===== src/rtl/tdm_pkg.sv =====
package tdm_pkg;

    localparam int unsigned TDM_SOURCES = 4;
    localparam int unsigned TDM_SAMPLE_W = 8;

    typedef enum logic [1:0] {
        ST_IDLE = 2'd0,
        ST_SYNC = 2'd1,
        ST_DATA = 2'd2
    } tdm_state_e;

endpackage


===== src/rtl/tdm_sample_latch.sv =====
module tdm_sample_latch #(
    parameter int unsigned NSRC = 4,
    parameter int unsigned SW   = 8
) (
    input  logic                 clk,
    input  logic                 rst_n,
    input  logic                 load,
    input  logic [NSRC*SW-1:0]   load_bus,
    input  logic                 capture,
    output logic [NSRC*SW-1:0]   frame_bus
);
    logic [NSRC*SW-1:0] hold_q;
    logic [NSRC*SW-1:0] frame_q;

    for (genvar s = 0; s < NSRC; s++) begin : g_lane
        always_ff @(posedge clk) begin
            if (!rst_n) begin
                hold_q[s*SW +: SW]  <= '0;
                frame_q[s*SW +: SW] <= '0;
            end else begin
                if (load)
                    hold_q[s*SW +: SW] <= load_bus[s*SW +: SW];
                if (capture)
                    frame_q[s*SW +: SW] <= load ? load_bus[s*SW +: SW]
                                                : hold_q[s*SW +: SW];
            end
        end
    end

    assign frame_bus = frame_q;

    AST_FRAME_FROZEN: assert property (@(posedge clk) disable iff (!rst_n)
        !capture |=> $stable(frame_q));

    AST_SAME_CYCLE_LOAD: assert property (@(posedge clk) disable iff (!rst_n)
        (capture && load) |=> frame_q == $past(load_bus));

endmodule


===== src/rtl/tdm_bit_select.sv =====
module tdm_bit_select #(
    parameter int unsigned NSRC = 4,
    parameter int unsigned SW   = 8,
    parameter int unsigned IDXW = 6
) (
    input  logic [NSRC*SW-1:0] frame_bus,
    input  logic [IDXW-1:0]    idx,
    output logic               data_bit
);
    localparam int unsigned NDATA = NSRC * SW;

    logic [NDATA-1:0] line_order;

    for (genvar k = 0; k < NDATA; k++) begin : g_order
        assign line_order[k] = frame_bus[(k % NSRC) * SW + (SW - 1 - k / NSRC)];
    end

    always_comb begin
        data_bit = 1'b0;
        if (32'(idx) < NDATA)
            data_bit = line_order[idx];
    end

endmodule


===== src/rtl/tdm_frame_ctrl.sv =====
module tdm_frame_ctrl
    import tdm_pkg::*;
#(
    parameter int unsigned NDATA = 32,
    parameter int unsigned IDXW  = 6
) (
    input  logic            clk,
    input  logic            rst_n,
    input  logic            bit_en,
    input  logic            data_bit,
    output logic            capture,
    output logic [IDXW-1:0] data_idx,
    output logic            ser_out,
    output logic            frame_start
);
    tdm_state_e      state_q, state_n;
    logic [IDXW-1:0] cnt_q;
    logic            sync_ph_q;
    logic            last_slot;

    assign last_slot = (32'(cnt_q) == NDATA);
    assign data_idx  = cnt_q;

    always_comb begin
        state_n = state_q;
        capture = 1'b0;
        unique case (state_q)
            ST_IDLE: if (bit_en) begin
                state_n = ST_SYNC;
                capture = 1'b1;
            end
            ST_SYNC: if (bit_en) state_n = ST_DATA;
            ST_DATA: if (bit_en && last_slot) begin
                state_n = ST_SYNC;
                capture = 1'b1;
            end
            default: state_n = ST_IDLE;
        endcase
    end

    always_ff @(posedge clk) begin
        if (!rst_n) state_q <= ST_IDLE;
        else        state_q <= state_n;
    end

    always_ff @(posedge clk) begin
        if (!rst_n) begin
            ser_out     <= 1'b0;
            frame_start <= 1'b0;
            sync_ph_q   <= 1'b1;
            cnt_q       <= '0;
        end else if (bit_en) begin
            if (capture) begin
                ser_out     <= sync_ph_q;
                frame_start <= 1'b1;
                sync_ph_q   <= ~sync_ph_q;
                cnt_q       <= '0;
            end else if (state_q != ST_IDLE) begin
                ser_out     <= data_bit;
                frame_start <= 1'b0;
                cnt_q       <= cnt_q + 1'b1;
            end
        end
    end

    AST_IDX_RANGE: assert property (@(posedge clk) disable iff (!rst_n)
        32'(cnt_q) <= NDATA);

    AST_SYNC_FLIPS: assert property (@(posedge clk) disable iff (!rst_n)
        capture |=> sync_ph_q != $past(sync_ph_q));

    AST_FS_RISE: assert property (@(posedge clk) disable iff (!rst_n)
        capture |=> frame_start);

    AST_FS_ONE_SLOT: assert property (@(posedge clk) disable iff (!rst_n)
        (frame_start && bit_en) |=> !frame_start);

    AST_OUT_HOLD: assert property (@(posedge clk) disable iff (!rst_n)
        !bit_en |=> ($stable(ser_out) && $stable(frame_start)));

endmodule


===== src/rtl/tdm_frame_serializer.sv =====
module tdm_frame_serializer
    import tdm_pkg::*;
#(
    parameter int unsigned NSRC = TDM_SOURCES,
    parameter int unsigned SW   = TDM_SAMPLE_W
) (
    input  logic                 clk,
    input  logic                 rst_n,
    input  logic                 bit_en,
    input  logic                 sample_load,
    input  logic [NSRC*SW-1:0]   sample_bus,
    output logic                 ser_out,
    output logic                 frame_start
);
    localparam int unsigned NDATA = NSRC * SW;
    localparam int unsigned IDXW  = $clog2(NDATA + 1);

    logic              capture;
    logic [NDATA-1:0]  frame_bus;
    logic [IDXW-1:0]   data_idx;
    logic              data_bit;

    tdm_sample_latch #(.NSRC(NSRC), .SW(SW)) u_latch (
        .clk       (clk),
        .rst_n     (rst_n),
        .load      (sample_load),
        .load_bus  (sample_bus),
        .capture   (capture),
        .frame_bus (frame_bus)
    );

    tdm_bit_select #(.NSRC(NSRC), .SW(SW), .IDXW(IDXW)) u_select (
        .frame_bus (frame_bus),
        .idx       (data_idx),
        .data_bit  (data_bit)
    );

    tdm_frame_ctrl #(.NDATA(NDATA), .IDXW(IDXW)) u_ctrl (
        .clk         (clk),
        .rst_n       (rst_n),
        .bit_en      (bit_en),
        .data_bit    (data_bit),
        .capture     (capture),
        .data_idx    (data_idx),
        .ser_out     (ser_out),
        .frame_start (frame_start)
    );

    AST_RESET_QUIET: assert property (@(posedge clk)
        !rst_n |=> (!ser_out && !frame_start));

endmodule


===== config.mk =====
export PLATFORM = sky130hd
export DESIGN_NAME = tdm_frame_serializer
export DESIGN_NICKNAME = d
export VERILOG_FILES = /design/src/rtl/tdm_pkg.sv /design/src/rtl/tdm_sample_latch.sv /design/src/rtl/tdm_bit_select.sv /design/src/rtl/tdm_frame_ctrl.sv /design/src/rtl/tdm_frame_serializer.sv
export SDC_FILE = /design/constraint.sdc
export NUM_CORES = 1
export LEC_CHECK = 0
export BUFFER_PORTS_ARGS = -buffer_cell sky130_fd_sc_hd__buf_2
export CAP_MARGIN = 20
export CORE_MARGIN = 2
export CORE_UTILIZATION = 50
export CTS_CLUSTER_DIAMETER = 30
export CTS_CLUSTER_SIZE = 28
export DETAILED_ROUTE_END_ITERATION = 8
export PLACE_DENSITY = 0.67
export SYNTH_ARGS = -nofsm -noshare
export SYNTH_HDL_FRONTEND = slang
export SYNTH_SLANG_ARGS = --single-unit

===== constraint.sdc =====
create_clock -name clk -period 2.25 [get_ports clk]
set_input_delay 0.1125 -clock clk [delete_from_list [all_inputs] [get_ports clk]]
set_output_delay 0.1125 -clock clk [all_outputs]
set_load 0.02 [all_outputs]

==> flow_summary.ini, run 1 <==
[clock_tree]
clk_latency_ns = 0.34
holdBufCountCts = 0
cts.clk_slew.worst_paths_ns = 0.08
ctsRootBufferMaster = clkbuf_8
ctsResizeCount = 0
cts_buffer_depth = 2
cts_sinks = 75
postCtsSetupRepairBufs = 0
cts_max_level = 3
cts_buffers = 9
cts_tree = yes

[logic_synthesis]
synthDistinctLibCells = 40
syn_avg_cell_area_um2 = 10.74
syn_inst = 295
synthArstFlopShare_pct = 0
seq_area_frac_synth_pct = 47.39
netlist_area_um2 = 3168
yosysWarnings = 0
synth_fp_nets = 333
ys_ff_latch = 75
synth_edf_count = 0
synthFlopType = dfxtp_1

[grt]
grt_max_degree = 45
grt_overflow = 0
grt_pass1_vias = 2063
antenna_found_initial = 0
grt_pass1_wl_mm = 9.784
grt_use_total_pct = 17.67

[floorplanning]
coreArea_um2 = 6241
io_pins = 38
die_area_um2 = 6989
start_util_pct = 50.76
die_w_um = 83.60
rows = 29
die_h_um = 83.60

[setup_path]
crit_family = compound AO/OA/AOI/OAI gates
path_cells = inv_1, ha_1, nand3_2, a21oi_4, buf_4, nor2_1, a211oi_2
crit_slowest_cell = dfxtp_1
r2r_start = u_ctrl.data_idx[0]
critPathLaunchType = flip-flop
endpoint_kind = flip-flop
r2r_slack_ns = 0.27
critPathRequiredTime_ns = 2.52
cp_data_arrival_time_ns = 2.25
critPathBufInv = 2
critical-path-max-stage-delay_ns = 0.48
startpoint = u_ctrl.data_idx[0]
path_max_fanout = 18
crit_type = reg2reg

[cells_and_area]
drive_gt1_share_pct = 30.93
area_growth_pct = 13.63
final_cell_mix = dfxtp_1, nor2_1, mux2i_1, buf_2, a211oi_2
fin_nets = 367
n_antenna_cell = 0
layout_commonest_cell = dfxtp_1
fin_area_um2 = 3600
layout.cells.non_filler = 410

[timing]
rsz0062_at_grt = no
tightest_slew_ns = 0.5573
fin_crit_sh_pct = 87.94
drv_slew = 0
max_freq_ghz = 0.5054
setup_tns_ns = 0
finalClockSkew_ns = 0.009794
hold_slack_ns = 0.01339
hold_viol = 0
post-route-min-period_ns = 1.979
finalSetupViolations = 0
relSlewSlack_pct = 62.80
finalWorstSetupSlack_ns = 0.2714

[placed_design]
dp_slack_ns = 0.2814
dpl_cell_area_um2 = 3393
gp_congestion = 0.8911
portBuffers = 37
dp_cells = 395
dp_hpwl_mm = 4.035

[route]
drt_iter0_markers = 142
drc_errors = 0
wl_per_cell_um = 14.08
ant_nets = 0
via_per_inst = 5.222
drt_pre_antenna_iters = 4
dr_total_vias = 2141
finalWirelength_mm = 5.774

[outcome]
outcome = finished clean

[hold_path]
hold_class = in2reg
hold_path_startpoint = rst_n

[power_and_ir_drop]
power_leakage_nw = 1.453
ir_worst_vdd_v = 0.0005324
powerDensity_nw_per_um2 = 844.2

[flow_run]
maxCapViolations = 0
-- state kept, by name, indices dropped and copies added (netlist names) --
name                count
u_ctrl.data_idx         6
u_ctrl.frame_start      1
u_ctrl.ser_out          1
u_ctrl.state_q          2
u_ctrl.sync_ph_q        1
u_latch.frame_bus      32
u_latch.hold_q         32
-- report_power, final --
group | internal [W] | total, W | leakage [nW] | switching, W
Sequential | 0.00144 | 0.00150 | 0.619 | 0.0000653
Combinational | 0.000205 | 0.000444 | 0.728 | 0.000240
Clock | 0.000617 | 0.00109 | 0.106 | 0.000475
Total | 0.00226 | 0.00304 | 1.45 | 0.000780
-- per-stage QoR --
step / total power [W] / utilization [%]
5_1_grt: 0.003180 / 57.68
6_report: 0.003039 / 57.68
4_1_cts: 0.003066 / 57.68
3_3_place_gp: 0.001968 / 54.37
2_1_floorplan: 0.001882 / -
3_5_place_dp: 0.001979 / 54.37
-- path summary, 6_finish.rpt --
path	endpoint	cells after the start
setup / recovery	u_latch.frame_bus[1]	7
hold / removal	u_ctrl.sync_ph_q	2
hold reg to reg	u_ctrl.sync_ph_q	2
setup reg to reg	u_latch.frame_bus[1]	7
-- cell usage after synthesis (all sizes together) (2+ instances only) --
cell | count | area share, %
clkbuf | 8 | 0.95
buf | 14 | 3.5
xor2 | 2 | 0.55
nand4 | 3 | 0.59
mux2i | 38 | 12
inv | 5 | 0.59
dfxtp | 75 | 47
nand3 | 3 | 0.63
nor2 | 74 | 8.8
ha | 2 | 0.79
nand3b | 2 | 0.47
a211oi | 32 | 13
nand2 | 6 | 0.71
mux4 | 5 | 3.6
a2bb2oi | 2 | 0.55
nand2b | 2 | 0.39
xnor2 | 4 | 1.1
a21oi | 4 | 1.1
-- logic make-up (layout without fill, tap and decap cells) --
group | Yosys count | count (layout) | synth area share, %
flops | 75 | 75 | 47.39
xor+xnor | 6 | 6 | 1.659
buf+inv | 27 | 65 | 5.055
compound gates | 47 | 47 | 16.51
mux | 44 | 44 | 15.92
simple gates | 94 | 94 | 12.68
fa+ha+maj | 2 | 2 | 0.7898
-- final cells by class --
class | count | area (µm²)
Clock inverter | 5 | 78.83
Timing Repair Buffer | 45 | 270.3
Tap cell | 77 | 96.34
Multi-Input combinational cell | 193 | 1506
Fill cell | 555 | 2641
Sequential cell | 75 | 1501
Clock buffer | 10 | 127.6
Inverter | 5 | 18.77
-- metal layers --
metal	global-route usage, %	part of all wire, %
met3	3.660	3.9
met2	26.62	46
met5	0	0
met1	23.80	49
met4	9.531	1.5
Power figures use the tool's default switching activity.
==> inputs of run 2 (changes only) <==
--- a/config.mk
+++ b/config.mk
@@ -13,6 +13,7 @@
 export CTS_CLUSTER_SIZE = 28
 export DETAILED_ROUTE_END_ITERATION = 8
 export PLACE_DENSITY = 0.67
+export SETUP_SLACK_MARGIN = 0.3
 export SYNTH_ARGS = -nofsm -noshare
 export SYNTH_HDL_FRONTEND = slang
 export SYNTH_SLANG_ARGS = --single-unit
==> flow_summary.ini, run 2 (synthesized netlist as in run 1, its figures left out) <==
[placed_design]
dp_slack_ns = 0.2814
gp_congestion = 0.8911
dp_hpwl_mm = 4.035
portBuffers = 37

[route]
drt_pre_antenna_iters = 4
finalWirelength_mm = 5.833
drc_errors = 0
ant_nets = 0
via_per_inst = 5.226
wl_per_cell_um = 14.16
dr_total_vias = 2153
drt_iter0_markers = 155

[setup_path]
r2r_cells = 7
cp_data_arrival_time_ns = 2.01
crit_path_end = u_ctrl.data_idx[1]
startpoint = u_ctrl.data_idx[0]
r2r_start = u_ctrl.data_idx[0]
r2r_slack_ns = 0.47
critPathRequiredTime_ns = 2.48
crit_slowest_cell = dfxtp_2
path_cells = inv_1, ha_1, nand3_2, a21oi_4, buf_12, a2bb2oi_1, nor2_1
endpoint_kind = flip-flop
r2r-end = u_ctrl.data_idx[1]
critPathLaunchType = flip-flop
critical-path-max-stage-delay_ns = 0.41
crit_type = reg2reg
path_max_fanout = 29

[floorplanning]
io_pins = 38
rows = 29
die_h_um = 83.60
coreArea_um2 = 6241
die_area_um2 = 6989
die_w_um = 83.60
start_util_pct = 50.76

[grt]
grt_max_degree = 45
grt_overflow = 0
antenna_found_initial = 0
grt_use_total_pct = 17.67
grt_pass1_vias = 2064
grt_pass1_wl_mm = 9.784

[power_and_ir_drop]
powerDensity_nw_per_um2 = 841.4
p_int_w = 0.002267
ir_worst_vdd_v = 0.0005329
seq_power_share_pct = 49.3
clock_power_share_pct = 35.8
comb_power_share_pct = 14.9
p_switching_w = 0.0007819
power_leakage_nw = 1.466
swShare_pct = 25.64

[cells_and_area]
n_antenna_cell = 0
area_growth_pct = 14.38
fin_nets = 369
drive_gt1_share_pct = 31.64
final_cell_mix = dfxtp_1, nor2_1, mux2i_1, buf_2, a211oi_2
fill_cells = 555
layout_commonest_cell = dfxtp_1

[timing]
rsz0062_at_grt = no
finalSetupViolations = 0
post-route-min-period_ns = 1.781
setup_tns_ns = 0
finalClockSkew_ns = 0.009049
finalWorstSetupSlack_ns = 0.4691
relSlewSlack_pct = 62.74
fin_crit_sh_pct = 79.15
drv_slew = 0
max_freq_ghz = 0.5615
tightest_slew_ns = 0.5581
hold_viol = 0

[clock_tree]
cts_sinks = 75
holdBufCountCts = 0
cts_tree = yes
cts_buffer_depth = 2
ctsRootBufferMaster = clkbuf_8
cts_max_level = 3
cts.clk_slew.worst_paths_ns = 0.07
cts_buffers = 9
clk_latency_ns = 0.34

[hold_path]
hold_class = in2reg

[flow_run]
maxCapViolations = 0

[outcome]
outcome = finished clean
[run 2: cell types whose count changed in the layout (fill, tap and decap cells not counted), sizes merged]
cell	before	now
buf	45	47
[run 2: worst min-delay path by stage]
stage                     start               end  cells past startpoint
after floorplan           rst_n  u_ctrl.sync_ph_q                      1
after global placement    rst_n  u_ctrl.sync_ph_q                      2
after detailed placement  rst_n  u_ctrl.sync_ph_q                      2
after CTS                 rst_n  u_ctrl.sync_ph_q                      2
after global routing      rst_n  u_ctrl.sync_ph_q                      2
final                     rst_n  u_ctrl.sync_ph_q                      2
[run 2: final cells by class]
type,instances,area (µm²),share of cell area [%]
Tap cell,77,96.34,2.659
Clock inverter,5,78.83,2.175
Inverter,5,18.77,0.5180
Multi-Input combinational cell,193,1506,41.57
Clock buffer,10,127.6,3.522
Sequential cell,75,1503,41.47
Timing Repair Buffer,47,292.8,8.080
[run 2: power by group through the flow]
| stage | logic [W] | clock network, W | registers [W] |
|---|---|---|---|
| global placement | 0.000435 | 0 | 0.00153 |
| floorplan | 0.000372 | 0 | 0.00151 |
| finish | 0.000454 | 0.00109 | 0.00150 |
| CTS | 0.000450 | 0.00111 | 0.00150 |
| global route | 0.000504 | 0.00117 | 0.00151 |
| detailed placement | 0.000445 | 0 | 0.00153 |
[run 2: stage by stage]
stage          util [%]  total power [W]  hold slack [ns]  cells  cell area, µm²
5_1_grt           58.06         0.003191          0.02808    412            3623
3_5_place_dp      54.37         0.001979           0.3573    395            3393
2_1_floorplan         -         0.001882           0.1744    295            3168
3_3_place_gp      54.37         0.001968           0.3570    395            3393
4_1_cts           57.76         0.003068         0.002724    410            3605
6_report          58.06         0.003049          0.01707    412            3623
[run 2: layer usage]
metal  track usage [%]  vias to the layer above  share of wire [%]  routed length, µm
met5                 0                        -                  0                  0
met4             9.531                        0                1.5                 87
met3             3.660                        7                3.7                217
met2             26.62                       32                 46               2703
met1             23.80                     1016                 48               2825
li1                  -                     1098                  -                  -
[run 2: critical path: cells and delay by family (launching register included)]
kind | cells | cell delay [ns]
flip-flops | 1 | 0.41
buffers and inverters | 2 | 0.35
AND/OR/NAND/NOR | 2 | 0.19
AO/OA/AOI/OAI | 2 | 0.51
adder cells (fa/ha/maj) | 1 | 0.18
[run 2: what timing repair did]
item                                    4_1_cts  5_1_grt
resized for setup                             2        1
pin swaps                                     0        1
endpoints found under the setup margin       12        9
cloned                                        0        0
buffers inserted                              0        2
